File: config.mk
export PLATFORM = sky130hd
export DESIGN_NAME = pio_cell
export DESIGN_NICKNAME = d
export VERILOG_FILES = /design/src/rtl/pio_cell.sv
export SDC_FILE = /design/constraint.sdc
export NUM_CORES = 1
export LEC_CHECK = 0
export BUFFER_PORTS_ARGS = -buffer_cell sky130_fd_sc_hd__buf_2
export CAP_MARGIN = 20
export CORE_AREA = 2 2 39 41
export DETAILED_ROUTE_END_ITERATION = 8
export DIE_AREA = 0 0 41 43
export GPL_TIMING_DRIVEN = 0
export PLACE_DENSITY = 0.39
export SETUP_SLACK_MARGIN = 0.1
export SLEW_MARGIN = 20
export SYNTH_ARGS = -nofsm -noshare
export SYNTH_HDL_FRONTEND = slang
export SYNTH_SLANG_ARGS = --single-unit
File: constraint.sdc
create_clock -name clk -period 0.8 [get_ports clk]
set_input_delay 0 -clock clk [delete_from_list [all_inputs] [get_ports clk]]
set_output_delay 0 -clock clk [all_outputs]
set_load 0.005 [all_outputs]
File: src/rtl/pio_cell.sv
module pio_cell (
  input  logic       clk,
  input  logic       rst,
  input  logic [3:0] mode,
  input  logic       ie_used,
  input  logic       oe_used,
  input  logic       ie,
  input  logic       oe,
  input  logic       invert,
  input  logic       pin_in,
  input  logic       mat_in,
  output logic       pin_out,
  output logic       pin_oe,
  output logic       mat_out,
  output logic       mat_valid
);

  localparam logic [3:0] M_IN  = 4'd0;
  localparam logic [3:0] M_OP  = 4'd1;
  localparam logic [3:0] M_RI  = 4'd2;
  localparam logic [3:0] M_RO  = 4'd3;
  localparam logic [3:0] M_BT  = 4'd4;
  localparam logic [3:0] M_PL  = 4'd5;
  localparam logic [3:0] M_PH  = 4'd6;
  localparam logic [3:0] M_AL  = 4'd8;

  logic ie_eff, oe_eff;
  logic ri_q, ro_q;
  logic drv_val, drv_en, mx_val, mx_en;

  assign ie_eff = !ie_used || ie;
  assign oe_eff = !oe_used || oe;

  always_ff @(posedge clk) begin
    if (rst) begin
      ri_q <= 1'b0;
      ro_q <= 1'b0;
    end else begin
      if (mode == M_RI && ie_eff) ri_q <= pin_in;
      if (mode == M_RO)           ro_q <= mat_in;
    end
  end

  always_comb begin
    drv_val = 1'b0;
    drv_en  = 1'b0;
    mx_val  = 1'b0;
    mx_en   = 1'b0;
    case (mode)
      M_IN: begin
        mx_val = pin_in;
        mx_en  = 1'b1;
      end
      M_OP: begin
        drv_val = mat_in ^ invert;
        drv_en  = oe_eff;
      end
      M_RI: begin
        mx_val = ri_q;
        mx_en  = 1'b1;
      end
      M_RO: begin
        drv_val = ro_q;
        drv_en  = oe_eff;
      end
      M_BT: begin
        drv_val = mat_in ^ invert;
        drv_en  = oe;
        mx_val  = pin_in;
        mx_en   = ie;
      end
      M_PL: begin
        drv_val = 1'b0;
        drv_en  = oe_eff;
      end
      M_PH: begin
        drv_val = 1'b1;
        drv_en  = oe_eff;
      end
      M_AL: begin
        mx_val = 1'b0;
        mx_en  = ie_eff;
      end
      default: ;
    endcase
  end

  assign pin_out   = drv_en & drv_val;
  assign pin_oe    = drv_en;
  assign mat_out   = mx_en & mx_val;
  assign mat_valid = mx_en;

endmodule


Word-level counts from Yosys, hierarchy flattened. Index checks and enable logic that the tools add are counted.

Equal/unequal tests: 7. Multiplexer cells: 4. Bitwise gates (word level): 3. Reduce and logical (&&, ||, !) cells: 10.

Operators by type and width (number): 4-bit by 3-bit equality test with 1-bit output (second input constant) (3); 4-bit by 2-bit equality test with 1-bit output (second input constant) (2); 1-bit one-hot mux with 3 select lines (2); 2-bit OR reduction (3); 4-bit by 1-bit equality test with 1-bit output (second input constant) (1); 4-bit equality test (second input constant) (1); 4-bit logical NOT (1); 1-bit one-hot mux with 2 select lines (2); 4-bit OR reduction (1); 1-bit AND (2); 1-bit logical NOT (2); 1-bit logical OR (2); 1-bit logical AND (1); 1-bit XOR (1).

Flip-flop bits (word level): 2. Output and inout port bits: 4.

Longest topological paths before layout. Gate-level depths: netlist of the first run.

Depth after elaboration: 4. Mapped depth: 3.

Worst setup path after synthesis of the first run. OpenSTA, ideal clock, no wires.

Kind: register -> output. From: register ri_q. To: output port mat_out. Arrival: 778 ps. Required time: 800 ps. Setup slack: 22 ps. Cell stages (with the launch flop): 4. Buffers on the path: 0. Path through: dfxtp_1 nand3b_1 a211o_1 a21oi_2.

Longest elaborated chain between the ends: 2.

Ends and longest elaborated chain: start, declared (RTL line 28) `logic ri_q, ro_q;`; start signal, assigned (RTL line 39) `if (mode == M_RI && ie_eff) ri_q <= pin_in;`; 1-bit one-hot mux with 2 select lines (RTL line 49) `case (mode)`; 1-bit AND (RTL line 90) `assign mat_out = mx_en & mx_val;`; end, declared (RTL line 14) `output logic mat_out,`.

No other way between the ends.

Final worst setup path of the first run. Same ends and word-level chain as after synthesis.

==> results of run 1 <==
power breakdown:
part           switching (uW)  total (uW)  internal [uW]
Sequential               1.30         104            103
Combinational            72.9         177            104
Clock                    53.4         218            165
Total                     128         500            372
worst max-delay path, delay by kind of cell, from the launching register on:
family | cells | cell delay, ns
buf+inv | 1 | 0.11
compound gates | 2 | 0.37
flops | 1 | 0.32
simple gates | 1 | 0.07
sequential cells by signal (all words and copies together), names as in the netlist:
signal / flops
ro_q: 1
ri_q: 1
metal layers:
metal	vias up	track usage	routed length [microns]
met5	-	0	0
met4	0	0.0400	0
met3	0	0.0471	32
met2	5	0.134	354
met1	154	0.112	291
li1	166	-	-
layout by cell type (no fill, tap or decap), drive strengths merged:
cell type / netlist / routed
buf: 0 / 19
nor2: 5 / 5
nand2b: 4 / 4
clkbuf: 0 / 3
a21oi: 3 / 3
o211a: 2 / 2
mux2i: 2 / 2
dfxtp: 2 / 2
a211o: 2 / 2
nand3: 1 / 1
nor2b: 1 / 1
or4: 1 / 1
nand2: 1 / 1
inv: 1 / 1
xnor2: 1 / 1
nor3b: 1 / 1
and2: 1 / 1
nor3: 1 / 1
nand3b: 1 / 1
nor4b: 1 / 1
and4bb: 1 / 1
dlygate4sd3: 0 / 1
final timing paths:
path | from | to | slack, ns | cells past startpoint
worst max-delay path | ri_q | mat_out | -0.29 | 4
worst min-delay path | mat_in | ro_q | 0.06 | 3
worst max register to register | ro_q | ro_q | 0.20 | 2
worst min register to register | ri_q | ri_q | 0.47 | 2
cells by family (layout without fill, tap and decap cells):
| group | after synthesis | in the layout |
|---|---|---|
| and+or+nand+nor | 19 | 19 |
| DFF | 2 | 2 |
| buffers and inverters | 1 | 24 |
| xor gates and xnor gates | 1 | 1 |
| muxes | 2 | 2 |
| AOI/OAI and AO/OA | 7 | 7 |
timing repair:
item / 4_1_cts / 5_1_grt
pin swaps: 3 / 2
setup buffers: 3 / 0
cloned: 0 / 0
resized for setup: 13 / 6
hold buffers: 1 / 0
endpoints found under the hold margin: 1 / 0
setup endpoints to repair: 3 / 6
cell type report:
type                       instances  area, sq um
multi-input combinational         29          248
clock buffer                       3         22.5
tap                               16         20.0
fill                             160          898
sequential                         2         42.5
inverter                           1         3.75
timing repair buffer              20          149
metrics by stage:
stage / hold WS [ns] / power, uW
2_1_floorplan: 0.0724 / 165
6_report: 0.0551 / 500
5_1_grt: 0.0737 / 540
4_1_cts: 0.0436 / 500
3_3_place_gp: 0.186 / 232
3_5_place_dp: 0.189 / 231
==> metrics.sh, run 1 <==
WORST_SETUP_PATH_START_KIND='register'
HP-CLASS='in2reg'
STDCELL_COUNT=71
SYN_NETS=45
FINALSETUPTNS_NS=-0.461
MAXCAPVIOLCOUNT=0
CORE_REGION_AREA_SQ_UM=1380
YOSYSTOPAREACELL='sky130_fd_sc_hd__dfxtp_1'
CLOCK_INSERTION_DELAY_WORST_SKEW_NS=0.22
WL_PER_CELL_MICRONS=9.55
HOLD_VIOL_FINAL=0
SYNTH_EDF_COUNT=0
WORSTPATHCELLLIST='nand3b_1, a211o_1, a21oi_2, buf_2'
BUFFER_PORTS.INSERTED=16
ANTENNA_FOUND_INITIAL=0
SYN_AVG_CELL_AREA_SQ_UM=7.98
ANTENNA_LEFT=0
ROUTED_VIA_DENSITY=4.58
AREA.GROWTH.SYNTH_TO_FINAL_PCT=90.2
GP_CONGESTION=0.634
POWER.LEAKAGE_uW=0.000229
POSTSYNTHCELLCOUNT=32
CRITICAL_PATH.MAX_FANOUT=2
VIAS=325
STATUS='finished with violations'
SETUP_VIOL=3
YOSYSWARNINGS=0
CRITICAL_PATH.ENDPOINT_TYPE='primary output'
CLOCK_TREE.HTREE_LEVEL_COUNT=1
MIN_CYCLE_TIME_LAYOUT_NS=1.09
COMBINATIONAL_FAMILY_WITH_THE_MOST_AREA_AFTER_SYNTHESIS='simple AND/OR/NAND/NOR gates'
ANTENNA_CELLS=0
FINAL_REPORT_MAX_SLEW_VIOLATION_COUNT=0
MAX_CLOCK_FREQ_GHz=0.917
FINISH.INSTANCE_AREA_SQ_UM=485
CHIPWIDTH_MICRONS=41
START_UTIL=0.184
SYNTHFLOPTYPE='sky130_fd_sc_hd__dfxtp_1'
PRE_CTS_SLACK_NS=-0.137
FIRST_GLOBAL_VIAS=302
DETAILEDROUTE.FIRSTPASSITERATIONCOUNT=1
REQUIRED_TIME_OF_THE_CRITICAL_PATH_NS=0.80
GRT_MAX_DEGREE=10
GRT_PASS1_WL_MM=1.14
TRITONCTS='built'
VIOLATIONS='setup timing'
MIN_PERIOD_OVER_PERIOD=1.36
CTS.CLK_SLEW.WORST_PATHS_NS=0.03
POWER.DENSITY_nW_PER_UM2=1030
BOUNDARYPINS=17
SYNTH_AREA_SQ_UM=255
GLOBALROUTETOTALUTIL=0.0932
SYNTHTOPCELLSBYCOUNT='sky130_fd_sc_hd__nor2_1 (5), sky130_fd_sc_hd__nand2b_1 (4)'
PLACEDINSTANCEAREA_SQ_UM=357
ROOT_BUFFER='sky130_fd_sc_hd__clkbuf_4'
TIMING.FINAL.WS_SETUP_NS=-0.290
XOR_XNOR_PORTION_OF_THE_SYNTHESIZED_CELL_AREA=0.0343
FIN_UTIL=0.351
YS_ASYNC_SR_FRACTION=0
CRITICAL-PATH-MAX-STAGE-DELAY_NS=0.32
YS_TOP_CELLS_BY_AREA='sky130_fd_sc_hd__dfxtp_1 (16%), sky130_fd_sc_hd__nand2b_1 (9.8%), sky130_fd_sc_hd__mux2i_1 (7.8%), sky130_fd_sc_hd__o211a_1 (7.8%), sky130_fd_sc_hd__nor2_1 (7.4%)'
SYNTH.LIB_CELLS_USED.DISTINCT=21
YOSYS_REGISTER_BITS=2
FINISH.NET_COUNT=70
SYNTH_COMPOUND_AREA_FRAC=0.225
GR-TOTAL-OVERFLOW=0
MAXIMUM_BUFFER_DEPTH_OF_THE_CLOCK_TREE=2
ARRIVAL_NS=1.09
POSTROUTEWIRELENGTH_MICRONS=678
CPMAXSTAGEDELAYCELL='sky130_fd_sc_hd__dfxtp_2'
DIEAREA_SQ_UM=1760
FINALCLOCKSKEW_NS=0
DR.FIRST_ITER.DRC_COUNT=0
ESTIMATED_WIRELENGTH_OF_THE_DETAIL_PLACED_DESIGN_MICRONS=507
POST_SYNTHESIS_SEQUENTIAL_AREA_RATIO=0.157
PLACEDCELLCOUNT=64
SYNTH_TOP_AREA_FRAC=0.157
FINAL_ROUTED_DRC_VIOLATION_TOTAL=0
NUM_ROWS=14
TIMING.SLEW.HEADROOM=0.859
YOSYS.CELL_COUNT.TOP_TYPE='sky130_fd_sc_hd__nor2_1'
SYNTH_AREA_IN_ADDERS=0
SYNTH_MUX_AREA_FRAC=0.0784
CRITPATHKIND='reg2out'
MAX-VDD-IR-DROP_uV=795
CTS-BUFFERS-INSERTED=3
CLOCK-SINKS=2
FP.DIEH_MICRONS=43
GRT_SETUP_UNREPAIRED='true'
BASIC_GATE_SHARE_OF_THE_SYNTHESIZED_AREA_COUNTING_AND_OR_NAND_AND_NOR_CELLS=0.490
TIGHTESTPINTRANSITION_NS=0.210
LAYOUT-DRIVE-GT1-SHARE=0.600
No activity file was read; power rests on OpenSTA's default activity.
==> run 2, diff against run 1 <==
SKIP_LAST_GASP = 1   (was unset)
clock period = 1.3 ns   (was 0.8 ns; I/O delays follow)
==> run 2 against run 1 <==
  * The flow now finishes without violations
  * Setup slack better by 0.45 ns
  * Clock power is 38% lower
  * Power is 44% lower
  * Non-clock buffer count is 3 lower
  * Global-route usage is 1.1 points lower
  * Via count is 6.8% lower
==> metrics.sh, run 2 (same netlist as run 1, synthesis figures left out) <==
STATUS='complete, no violations'
FINAL_ROUTED_DRC_VIOLATION_TOTAL=0
POWER_FRAC_COMB=0.285
GP_CONGESTION=0.620
POWER.LEAKAGE_uW=0.000188
CTS.REPAIR.RESIZED=0
LAYOUT-DRIVE-GT1-SHARE=0.462
CRITICAL_PATH.MAX_FANOUT=2
GRT_MAX_DEGREE=10
POSTROUTEWIRELENGTH_MICRONS=627
MAX-VDD-IR-DROP_uV=255
CLOCKPOWERSHARE=0.486
SETUP_VIOL=0
ESTIMATED_WIRELENGTH_OF_THE_DETAIL_PLACED_DESIGN_MICRONS=503
MAX_CLOCK_FREQ_GHz=0.880
FINALSETUPTNS_NS=0
ANTENNA_CELLS=0
MIN_PERIOD_OVER_PERIOD=0.874
MOSTFREQUENTLAYOUTCELLS='sky130_fd_sc_hd__buf_2 (16), sky130_fd_sc_hd__nor2_1 (5), sky130_fd_sc_hd__nand2b_1 (4)'
ANTENNA_FOUND_INITIAL=0
HOLD_VIOL_FINAL=0
WORST_SETUP_PATH_START_KIND='register'
CRITICAL_PATH.ENDPOINT_TYPE='primary output'
NETSWITCHINGFRACTION=0.256
DETAILEDROUTE.FIRSTPASSITERATIONCOUNT=2
ROOT_BUFFER='sky130_fd_sc_hd__clkbuf_4'
VIAS=303
GRT_SETUP_UNREPAIRED='false'
ROUTED_VIA_DENSITY=4.46
GRT_PASS1_WL_MM=1.01
POWER.DENSITY_nW_PER_UM2=717
NUM_ROWS=14
POWER_FRAC_SEQ=0.229
FP.DIEH_MICRONS=43
TRITONCTS='built'
AREA.GROWTH.SYNTH_TO_FINAL_PCT=52.0
FIRST_GLOBAL_VIAS=284
DIEAREA_SQ_UM=1760
BOUNDARYPINS=17
BUFFER_PORTS.INSERTED=16
CTS.CLK_SLEW.WORST_PATHS_NS=0.03
TIGHTESTPINTRANSITION_NS=0.238
CRITPATHKIND='reg2out'
FINALCLOCKSKEW_NS=0
CLOCK_INSERTION_DELAY_WORST_SKEW_NS=0.22
START_UTIL=0.184
TIMING.SLEW.HEADROOM=0.841
N_FILL_CELL=159
CHIPWIDTH_MICRONS=41
REQUIRED_TIME_OF_THE_CRITICAL_PATH_NS=1.30
FINAL.HOLD.WORST_SLACK_NS=0.0492
CLOCK-SINKS=2
CTS-BUFFERS-INSERTED=3
MIN_CYCLE_TIME_LAYOUT_NS=1.14
CLOCK_TREE.HTREE_LEVEL_COUNT=1
TOP_REGS='ri_q x1, ro_q x1'
ANTENNA_LEFT=0
GR-TOTAL-OVERFLOW=0
CORE_REGION_AREA_SQ_UM=1380
MAXIMUM_BUFFER_DEPTH_OF_THE_CLOCK_TREE=2
POWER.NET_SWITCHING_uW=71.3
FINAL_REPORT_MAX_SLEW_VIOLATION_COUNT=0
INTERNAL_POWER_uW=207
GLOBALROUTETOTALUTIL=0.0822
DR.FIRST_ITER.DRC_COUNT=2
MAXCAPVIOLCOUNT=0
FINISH.NET_COUNT=67
ARRIVAL_NS=1.14
MOSTFREQUENTLAYOUTCELL='sky130_fd_sc_hd__buf_2'
HP-CLASS='in2reg'
WL_PER_CELL_MICRONS=9.22
[run 2: timing repair]
item	4_1_cts	5_1_grt
buffers inserted	0	0
hold endpoints to repair	1	0
hold buffers	1	0
[run 2: routing by layer]
| layer | share of wire | up-vias | GRT usage |
|---|---|---|---|
| met3 | 0.040 | 0 | 0.0157 |
| li1 | - | 159 | - |
| met1 | 0.41 | 139 | 0.0958 |
| met2 | 0.55 | 5 | 0.125 |
| met4 | 0 | 0 | 0.0600 |
| met5 | 0 | - | 0 |
[run 2: layout make-up]
type,instances,area (sq um),share of cell area
Inverter,1,3.75,0.00968
Tap cell,16,20.0,0.0516
Multi-Input combinational cell,29,211,0.545
Sequential cell,2,40.0,0.103
Timing Repair Buffer,17,90.1,0.232
Clock buffer,3,22.5,0.0581
[run 2: stage by stage]
step,utilization,power [uW],instances,instance area [sq um],setup slack [ns]
final,0.280,278,68,388,0.164
after global routing,0.280,308,68,388,0.103
after CTS,0.280,291,68,388,0.145
after detailed placement,0.257,142,64,355,0.360
after global placement,0.257,143,64,355,0.359
after floorplan,-,101,32,255,0.522
[run 2: critical path, cell delays in order, from the launching register on]
cell,delay [ns]
sky130_fd_sc_hd__dfxtp_1,0.31
sky130_fd_sc_hd__nand3b_1,0.08
sky130_fd_sc_hd__a211o_1,0.31
sky130_fd_sc_hd__a21oi_2,0.10
sky130_fd_sc_hd__buf_2,0.12
[run 2: path summary, 6_finish.rpt]
kind	startpoint	end	slack (ns)	cells past startpoint
worst min-delay path	mat_in	ro_q	0.05	3
worst max register to register	ro_q	ro_q	0.72	2
worst min register to register	ri_q	ri_q	0.47	2
worst max-delay path	ri_q	mat_out	0.16	4
[run 2: power by group through the flow]
| stage | clock network [uW] | logic, uW | registers [uW] |
|---|---|---|---|
| final | 135 | 79.2 | 63.7 |
| after global routing | 155 | 88.8 | 63.8 |
| after CTS | 147 | 80.3 | 63.6 |
| after detailed placement | 0 | 78.0 | 64.4 |
| after global placement | 0 | 78.8 | 64.4 |
| after floorplan | 0 | 37.0 | 64.3 |
